<file path="config.mk">
export PLATFORM = sky130hd
export DESIGN_NAME = mirror_region_decoder
export DESIGN_NICKNAME = d
export VERILOG_FILES = /design/src/rtl/mrd_pkg.sv /design/src/rtl/mrd_page_classifier.sv /design/src/rtl/mrd_protect_latch.sv /design/src/rtl/mirror_region_decoder.sv
export SDC_FILE = /design/constraint.sdc
export NUM_CORES = 1
export LEC_CHECK = 0
export BUFFER_PORTS_ARGS = -buffer_cell sky130_fd_sc_hd__buf_4
export CAP_MARGIN = 20
export CORE_ASPECT_RATIO = 0.6
export CORE_MARGIN = 4
export CORE_UTILIZATION = 23
export CTS_CLUSTER_DIAMETER = 60
export DETAILED_ROUTE_END_ITERATION = 16
export MAX_ROUTING_LAYER = met4
export PLACE_DENSITY_LB_ADDON = 0.25
export SLEW_MARGIN = 25
export SYNTH_ARGS = -nofsm -noshare
export SYNTH_HDL_FRONTEND = slang
export SYNTH_SLANG_ARGS = --single-unit
export TNS_END_PERCENT = 10
</file>
<file path="constraint.sdc">
create_clock -name clk -period 1.35 [get_ports clk]
set_input_delay 0.135 -clock clk [delete_from_list [all_inputs] [get_ports clk]]
set_output_delay 0.135 -clock clk [all_outputs]
set_load 0.05 [all_outputs]
</file>
<file path="src/rtl/mrd_pkg.sv">
package mrd_pkg;

  typedef enum logic [2:0] {
    RGN_NONE = 3'd0,
    RGN_RAM  = 3'd1,
    RGN_BIOS = 3'd2,
    RGN_IO   = 3'd3,
    RGN_CTRL = 3'd4
  } region_e;

  localparam logic [1:0] SZ_BYTE = 2'd0;
  localparam logic [1:0] SZ_HALF = 2'd1;
  localparam logic [1:0] SZ_WORD = 2'd2;

  // Data values that switch the RAM write-protect flag on.
  function automatic logic is_protect_on(input logic [31:0] d);
    return (d == 32'h0000_0800) || (d == 32'h0000_0804);
  endfunction

  // Data values that switch the flag off.
  function automatic logic is_protect_off(input logic [31:0] d);
    return (d == 32'h0000_0000) || (d == 32'h0001_E988);
  endfunction

  // Top three page bits of each mirror segment: plain, cached, uncached.
  function automatic logic [2:0] seg_prefix(input int idx);
    case (idx)
      0:       return 3'b000;
      1:       return 3'b100;
      default: return 3'b101;
    endcase
  endfunction

endpackage

</file>
<file path="src/rtl/mrd_page_classifier.sv">
module mrd_page_classifier
  import mrd_pkg::*;
#(
  parameter int          ADDR_W     = 32,
  parameter int          PAGE_W     = 16,
  parameter int          OFF_W      = 21,
  parameter int          RAM_OFF_W  = 21,
  parameter int          BIOS_OFF_W = 19,
  parameter int          IO_OFF_W   = 16,
  parameter int          NSEG       = 3,
  parameter int          RAM_PAGES  = 128,
  parameter int          BIOS_BASE  = 'h1FC0,
  parameter int          BIOS_PAGES = 8,
  parameter logic [15:0] IO_PAGE    = 16'h1F80,
  parameter logic [15:0] CTRL_PAGE  = 16'hFFFE
) (
  input  logic [ADDR_W-1:0] addr,
  output region_e           region,
  output logic [OFF_W-1:0]  offset
);

  localparam int SEG_W = 3;
  localparam int LOW_W = PAGE_W - SEG_W;
  localparam logic [LOW_W-1:0] RAM_LIM  = LOW_W'(RAM_PAGES);
  localparam logic [LOW_W-1:0] BIOS_LO  = LOW_W'(BIOS_BASE);
  localparam logic [LOW_W-1:0] BIOS_HI  = LOW_W'(BIOS_BASE + BIOS_PAGES);

  logic [PAGE_W-1:0] page;
  logic [SEG_W-1:0]  pre;
  logic [LOW_W-1:0]  low;
  logic [NSEG-1:0]   seg_match;
  logic              in_mirror;
  logic              ram_hit;
  logic              bios_hit;
  logic              io_hit;
  logic              ctrl_hit;

  assign page = addr[ADDR_W-1 -: PAGE_W];
  assign pre  = page[PAGE_W-1 -: SEG_W];
  assign low  = page[LOW_W-1:0];

  for (genvar g = 0; g < NSEG; g++) begin : g_seg
    assign seg_match[g] = (pre == seg_prefix(g));
  end

  assign in_mirror = |seg_match;
  assign ram_hit   = in_mirror && (low < RAM_LIM);
  assign bios_hit  = in_mirror && (low >= BIOS_LO) && (low < BIOS_HI);
  assign io_hit    = (page == PAGE_W'(IO_PAGE));
  assign ctrl_hit  = (page == PAGE_W'(CTRL_PAGE));

  always_comb begin
    region = RGN_NONE;
    offset = '0;
    if (ram_hit) begin
      region = RGN_RAM;
      offset = OFF_W'(addr[RAM_OFF_W-1:0]);
    end else if (bios_hit) begin
      region = RGN_BIOS;
      offset = OFF_W'(addr[BIOS_OFF_W-1:0]);
    end else if (io_hit) begin
      region = RGN_IO;
      offset = OFF_W'(addr[IO_OFF_W-1:0]);
    end else if (ctrl_hit) begin
      region = RGN_CTRL;
      offset = OFF_W'(addr[IO_OFF_W-1:0]);
    end
  end

endmodule

</file>
<file path="src/rtl/mrd_protect_latch.sv">
module mrd_protect_latch
  import mrd_pkg::*;
#(
  parameter int               ADDR_W    = 32,
  parameter int               DATA_W    = 32,
  parameter logic [31:0]      CTRL_ADDR = 32'hFFFE_0130
) (
  input  logic              clk,
  input  logic              rst_n,
  input  logic              wr,
  input  logic [1:0]        size,
  input  logic [ADDR_W-1:0] addr,
  input  logic [DATA_W-1:0] wdata,
  output logic              wp_q,
  output logic              set_evt,
  output logic              clr_evt
);

  logic ctrl_word_wr;

  assign ctrl_word_wr = wr && (size == SZ_WORD) && (addr == ADDR_W'(CTRL_ADDR));
  assign set_evt      = ctrl_word_wr && is_protect_on(32'(wdata));
  assign clr_evt      = ctrl_word_wr && is_protect_off(32'(wdata));

  always_ff @(posedge clk or negedge rst_n) begin
    if (!rst_n)       wp_q <= 1'b0;
    else if (set_evt) wp_q <= 1'b1;
    else if (clr_evt) wp_q <= 1'b0;
  end

endmodule

</file>
<file path="src/rtl/mirror_region_decoder.sv">
module mirror_region_decoder
  import mrd_pkg::*;
#(
  parameter int          ADDR_W     = 32,
  parameter int          DATA_W     = 32,
  parameter int          PAGE_W     = 16,
  parameter int          RAM_OFF_W  = 21,
  parameter int          BIOS_OFF_W = 19,
  parameter int          IO_OFF_W   = 16,
  parameter int          RAM_PAGES  = 128,
  parameter int          BIOS_BASE  = 'h1FC0,
  parameter int          BIOS_PAGES = 8,
  parameter logic [15:0] IO_PAGE    = 16'h1F80,
  parameter logic [15:0] CTRL_PAGE  = 16'hFFFE,
  parameter logic [31:0] CTRL_ADDR  = 32'hFFFE_0130,
  parameter logic [15:0] PROT_PAGE  = 16'h0000,
  parameter int          OFF_W      = RAM_OFF_W
) (
  input  logic              clk,
  input  logic              rst_n,
  input  logic [ADDR_W-1:0] addr,
  input  logic [1:0]        size,
  input  logic              rd,
  input  logic              wr,
  input  logic [DATA_W-1:0] wdata,
  output logic [2:0]        region,
  output logic [OFF_W-1:0]  offset,
  output logic              ram_we,
  output logic              rd_zero
);

  region_e rgn;
  logic    wp_q;
  logic    wp_set_evt;
  logic    wp_clr_evt;
  logic    prot_blk;
  logic    ram_wr;

  mrd_page_classifier #(
    .ADDR_W    (ADDR_W),
    .PAGE_W    (PAGE_W),
    .OFF_W     (OFF_W),
    .RAM_OFF_W (RAM_OFF_W),
    .BIOS_OFF_W(BIOS_OFF_W),
    .IO_OFF_W  (IO_OFF_W),
    .NSEG      (3),
    .RAM_PAGES (RAM_PAGES),
    .BIOS_BASE (BIOS_BASE),
    .BIOS_PAGES(BIOS_PAGES),
    .IO_PAGE   (IO_PAGE),
    .CTRL_PAGE (CTRL_PAGE)
  ) i_cls (
    .addr  (addr),
    .region(rgn),
    .offset(offset)
  );

  mrd_protect_latch #(
    .ADDR_W   (ADDR_W),
    .DATA_W   (DATA_W),
    .CTRL_ADDR(CTRL_ADDR)
  ) i_wp (
    .clk    (clk),
    .rst_n  (rst_n),
    .wr     (wr),
    .size   (size),
    .addr   (addr),
    .wdata  (wdata),
    .wp_q   (wp_q),
    .set_evt(wp_set_evt),
    .clr_evt(wp_clr_evt)
  );

  // A write that targets RAM; the protect rule may still cancel it.
  assign ram_wr   = wr && (rgn == RGN_RAM);
  assign prot_blk = wp_q && (size == SZ_WORD) &&
                    (addr[ADDR_W-1 -: PAGE_W] == PAGE_W'(PROT_PAGE));
  assign ram_we   = ram_wr && !prot_blk;
  assign rd_zero  = rd && ((rgn == RGN_NONE) || (rgn == RGN_CTRL));
  assign region   = rgn;

endmodule

</file>
=== After elaboration in Yosys (flattened, before gate mapping) ===
Index checks and enable logic that the tools add are counted.

* $lt $le $gt $ge: 3
* Equal/unequal tests: 11
* Multiplexer cells: 10
* Reductions and logical operators: 22

{| class="wikitable"
|+ Operator list
! kind !! count
|-
| 32-bit by 12-bit == test with 1-bit output (second input constant) || 2
|-
| 21-bit 2-to-1 mux || 3
|-
| 32-bit by 17-bit == test with 1-bit output (second input constant) || 1
|-
| 32-bit == test (second input constant) || 1
|-
| 32-bit logical NOT || 1
|-
| 16-bit by 13-bit == test with 1-bit output (second input constant) || 1
|-
| 16-bit == test (second input constant) || 1
|-
| 16-bit logical NOT || 1
|-
| 16-bit 2-to-1 mux || 1
|-
| 13-bit >= comparator (second input constant) || 1
|-
| 13-bit less-than comparator (second input constant) || 1
|-
| 13-bit by 8-bit less-than comparator with 1-bit output (second input constant) || 1
|-
| 1-bit logical AND || 12
|-
| 3-bit 2-to-1 mux || 4
|-
| 3-bit == test (second input constant) || 3
|-
| 3-bit logical NOT || 2
|-
| 3-bit by 1-bit == test with 1-bit output (second input constant) || 1
|-
| 1-bit logical OR || 3
|-
| 3-bit OR reduction || 1
|-
| 2-bit == test (second input constant) || 1
|-
| 1-bit 2-to-1 mux || 2
|-
| 2-bit nonzero test || 1
|-
| 1-bit logical NOT || 1
|}

* Register bits: 1
* Bits of input ports: 70

=== Depth between registers and ports, before layout ===
* Depth in word-level cells: 9
* Gate-level depth with buffers: 6
* Gate-level depth less buffers: 5

=== Hierarchy ===
Synthesis repeated with hierarchy kept, for this count alone.

* Cell total of the unflattened synthesis: 93
* Area, all modules: 670.6 µm²

{| class="wikitable"
|+ Modules (own cells, without submodules)
! module !! instances !! cells an instance !! area an instance (µm²)
|-
| mrd_page_classifier || 1 || 49 || 354.1
|-
| mrd_protect_latch || 1 || 34 || 246.5
|-
| mirror_region_decoder || 1 || 10 || 70.1
|}

=== Least setup slack after synthesis ===
No wires, ideal clock.

* Kind: input -> output
* Start point: input addr[26]
* End point: output region[0]
* Arrival: 1.589 ns
* Required time: 1.215 ns
* Setup slack: -0.374 ns
* Stages: 3
* Path buffers: 0
* Path through: nor4_1 > nand2_1 > o21ai_0

* Word-level cells in the longest chain between the ends: 5
* Elaborated cells on any way between the ends: 10

{| class="wikitable"
|+ RTL lines
! item !! RTL line !! source
|-
| from (decl) || mirror_region_decoder.sv:21 || <nowiki>input logic [ADDR_W-1:0] addr,</nowiki>
|-
| 13-bit >= comparator || mrd_page_classifier.sv:48 || <nowiki>assign bios_hit = in_mirror && (low >= BIOS_LO) && (low < BIOS_HI);</nowiki>
|-
| 1-bit logical AND (2 in a row) || mrd_page_classifier.sv:48 ||
|-
| 3-bit 2-to-1 mux || mrd_page_classifier.sv:58 || <nowiki>end else if (bios_hit) begin</nowiki>
|-
| 3-bit 2-to-1 mux (*) || mrd_page_classifier.sv:55 || <nowiki>if (ram_hit) begin</nowiki>
|-
| to (decl) || mirror_region_decoder.sv:26 || <nowiki>output logic [2:0] region,</nowiki>
|}

Mark *: on every way between the ends. The rest lies on a longest branch, timed or not.

=== Worst setup path after layout ===
* Start point: input wdata[13]
* End point: register i_wp.wp_q

* Word-level cells in the longest chain between the ends: 4
* Elaborated cells on any way between the ends: 10

{| class="wikitable"
|+ RTL lines
! item !! RTL line !! source
|-
| from (decl) || mirror_region_decoder.sv:25 || <nowiki>input logic [DATA_W-1:0] wdata,</nowiki>
|-
| 32-bit by 12-bit == test with 1-bit output, or another cell as far along || mrd_pkg.sv:17 || <nowiki>return (d == 32'h0000_0800) || (d == 32'h0000_0804);</nowiki>
|-
| 1-bit logical OR, on equally long branches || mrd_pkg.sv:17, mrd_pkg.sv:22 ||
|-
| 1-bit logical AND, on equally long branches || mrd_protect_latch.sv:22, mrd_protect_latch.sv:23 ||
|-
| 1-bit 2-to-1 mux / 2-bit nonzero test (equally long branches) || - ||
|-
| to (signal assigned) || mrd_protect_latch.sv:26 || <nowiki>if (!rst_n) wp_q <= 1'b0;</nowiki>
|-
| to (signal assigned) || mrd_protect_latch.sv:27 || <nowiki>else if (set_evt) wp_q <= 1'b1;</nowiki>
|-
| to (signal assigned) || mrd_protect_latch.sv:28 || <nowiki>else if (clr_evt) wp_q <= 1'b0;</nowiki>
|-
| to (decl) || mrd_protect_latch.sv:14 || <nowiki>output logic wp_q,</nowiki>
|}

Parallel ways exist; a longest one is shown, timed or not.
A chain may end at the register's enable or synchronous reset.

==> results by group <==
Status
  – Outcome: finished, violations left
  – Failing checks: negative setup slack

Routing
  – Drt pass-1 iters: 2
  – Routed Antenna Nets: 0
  – Routed WL: 3137 um
  – DRT iter0 DRCs: 18
  – Number of remaining DRC errors: 0
  – Via/cell ratio: 4.915
  – Wirelength per Cell: 14.73 um
  – Via Count: 1047

Setup path
  – Nature of the critical path endpoint: flop
  – RR Startpoint: i_wp.wp_q
  – Crit path launch: wdata[13]
  – Crit path required time: 1.23 ns
  – Setup crit end: i_wp.wp_q
  – RR Endpoint: i_wp.wp_q
  – FF-to-FF path depth: 1
  – FF-to-FF setup slack: 0.70 ns
  – Worst-path fanout max: 2
  – Crit path arrival time: 1.70 ns
  – Worst setup path category: in -> reg
  – CP Launch Type: input port

Place
  – Number of port buffers: 95
  – Placed Area: about 0.0014 sq mm
  – DP HPWL: 2412 um
  – GPL Wtd Cong: about 0.76
  – Placed cell count: 212

Cells and area
  – Layout area overhead: 220.7%
  – Reg with most FFs: i_wp.wp_q
  – Largest register FFs: 1
  – Final Cell Area: 0.001609 sq mm
  – Share of layout cells above drive strength 1: 0.7081
  – Biggest regs: i_wp.wp_q (1)
  – Commonest non-fill, non-tap cell in the layout: buf_4
  – Most frequent cells in the layout: buf_4 (78), buf_6 (21), and2_1 (12)
  – Layout Nets: 257
  – Finished Layout Cells: approximately 210
  – N_diodes: 0

Floorplan
  – Rows: 12
  – Ports: 96
  – Initial Utilization: 0.2571
  – DIE AREA: 0.003017 sq mm
  – Die W: 68.30 um
  – Core Box Area: 0.001952 sq mm
  – Die Y: between 40 and 50 um

Timing
  – RSZ-0062 raised after global routing: true
  – Final setup skew: 0 ns
  – Max Clock Freq: 550.1 MHz
  – Final Cycle Share: 1.346
  – Least-Margin Pin Slew: 0.2754 ns
  – Fin crit period: 1.818 ns
  – Slew Limit Fails: 0
  – Endpoints failing setup: 20
  – Fin. Hold Viols: 0
  – Worst Slack Setup Final: -0.4678 ns
  – Max_slew headroom: 0.8138

Global routing
  – Vias in the first global route: slightly below 1000
  – First-pass GRT wire length: 4333 um
  – Initial antenna violation count: 0
  – Pin count of the biggest net entering global routing: 17
  – Overall Global Routing Usage: 0.1838
  – Grt ovf: 0

Yosys
  – Cell count after synthesis: 76
  – Ranking of synthesized cells by area: and2_1 (27%), nor4_1 (10%), nand4_1 (7.5%)
  – Synth async-reset ratio: 1.000
  – Seq/Total Area, Yosys: 0.04988
  – Synthesis-stage register bit count: 1
  – Post-synthesis cell type count: 25
  – Post-synth net total: 146
  – Syn_area_per_cell: approximately 6.6 sq um
  – Leading area contributor after synthesis: and2_1
  – Synth Cell Area: between 500 and 600 sq um
  – Top FF cell, synth: dfrtp_1
  – Synth top area share: 0.2743
  – Number of synthesized flops with an enable pin: 0
  – Synth warn: 0

Min path
  – Min-delay worst type: in -> async

Job
  – Max_cap viols: 0

Clock tree
  – Post-CTS setup buffers: 0
  – CTS clk-pin slew, worst paths: 0 ns
  – Worst-Skew Late Latency: 0 ns

Pwr
  – Max VDD drop: 0.0001579 V
  – P_leak: 0.7868 nW
  – Pwr Density: approximately 190 mW/mm^2
  – Overall power: 0.0003044 W
==> metal layers <==
layer	GRT usage	part of all wire
met1	0.2149	0.34
met2	0.3352	0.51
met3	0.02030	0.12
met4	0.04348	0.033
met5	-	0
==> worst max-delay path, stage by stage <==
cell and delay [ns]:
buf_6 0.09, or4_4 0.53, nor4_4 0.17, nor2_1 0.07, or4_1 0.50, a21o_1 0.19
==> layout make-up <==
| cell class | instances | area [sq um] |
|---|---|---|
| Multi-Input combinational cell | 72 | 554.3 |
| Sequential cell | 1 | 25.02 |
| Timing Repair Buffer | 110 | 987.2 |
| Fill cell | 127 | 342.8 |
| Inverter | 2 | 7.507 |
| Tap cell | 28 | 35.03 |
==> through the flow <==
stage	hold slack [ns]	worst slack, ns	TNS [ns]	util
floorplan	-0.1606	-0.3215	-4.200	-
global placement	-0.08870	-0.4633	-5.798	0.7000
detailed placement	-0.08763	-0.4968	-5.689	0.7000
CTS	0.4564	-0.4744	-4.635	0.7603
global route	0.4778	-0.5389	-7.187	0.8244
finish	0.4493	-0.4678	-5.564	0.8244
==> how the worst min path moves through the flow <==
| stage | to | cells after the start |
|---|---|---|
| after detailed placement | i_wp.wp_q | 1 |
| after global placement | i_wp.wp_q | 1 |
| after floorplan | i_wp.wp_q | 0 |
| after CTS | i_wp.wp_q | 3 |
| final | i_wp.wp_q | 2 |
| after global routing | i_wp.wp_q | 2 |
==> kinds of logic after synthesis <==
kind of cell / share of synthesized area
buf+inv: 0.02244
compound gates: 0.07231
flops: 0.04987
simple gates: 0.8554
==> where the power goes <==
group / leakage (nW) / switching (W) / internal (W)
combinational: 0.773 / 0.0000949 / 0.000179
clock: 0 / 0 / 0
sequential: 0.0140 / 0 / 0.0000305
total: 0.787 / 0.0000949 / 0.000210
==> cells in the mapped netlist, drive strengths merged (2+ instances only) <==
cell type	count
nor2	4
or4	2
o21ai	2
inv	2
and2	22
and3	3
nand3	3
nor3	3
and4	2
nor4b	4
nand2	3
nor4	9
nand4	6
a21o	2
==> what timing repair did <==
item / in CTS / in global routing
setup endpoints to repair: 26 / 27
hold buffers: 1 / 0
resized for setup: 28 / 32
pin swaps: 3 / 8
gates cloned: 0 / 0
endpoints found under the hold margin: 1 / 0
Power figures use the tool's default switching activity.
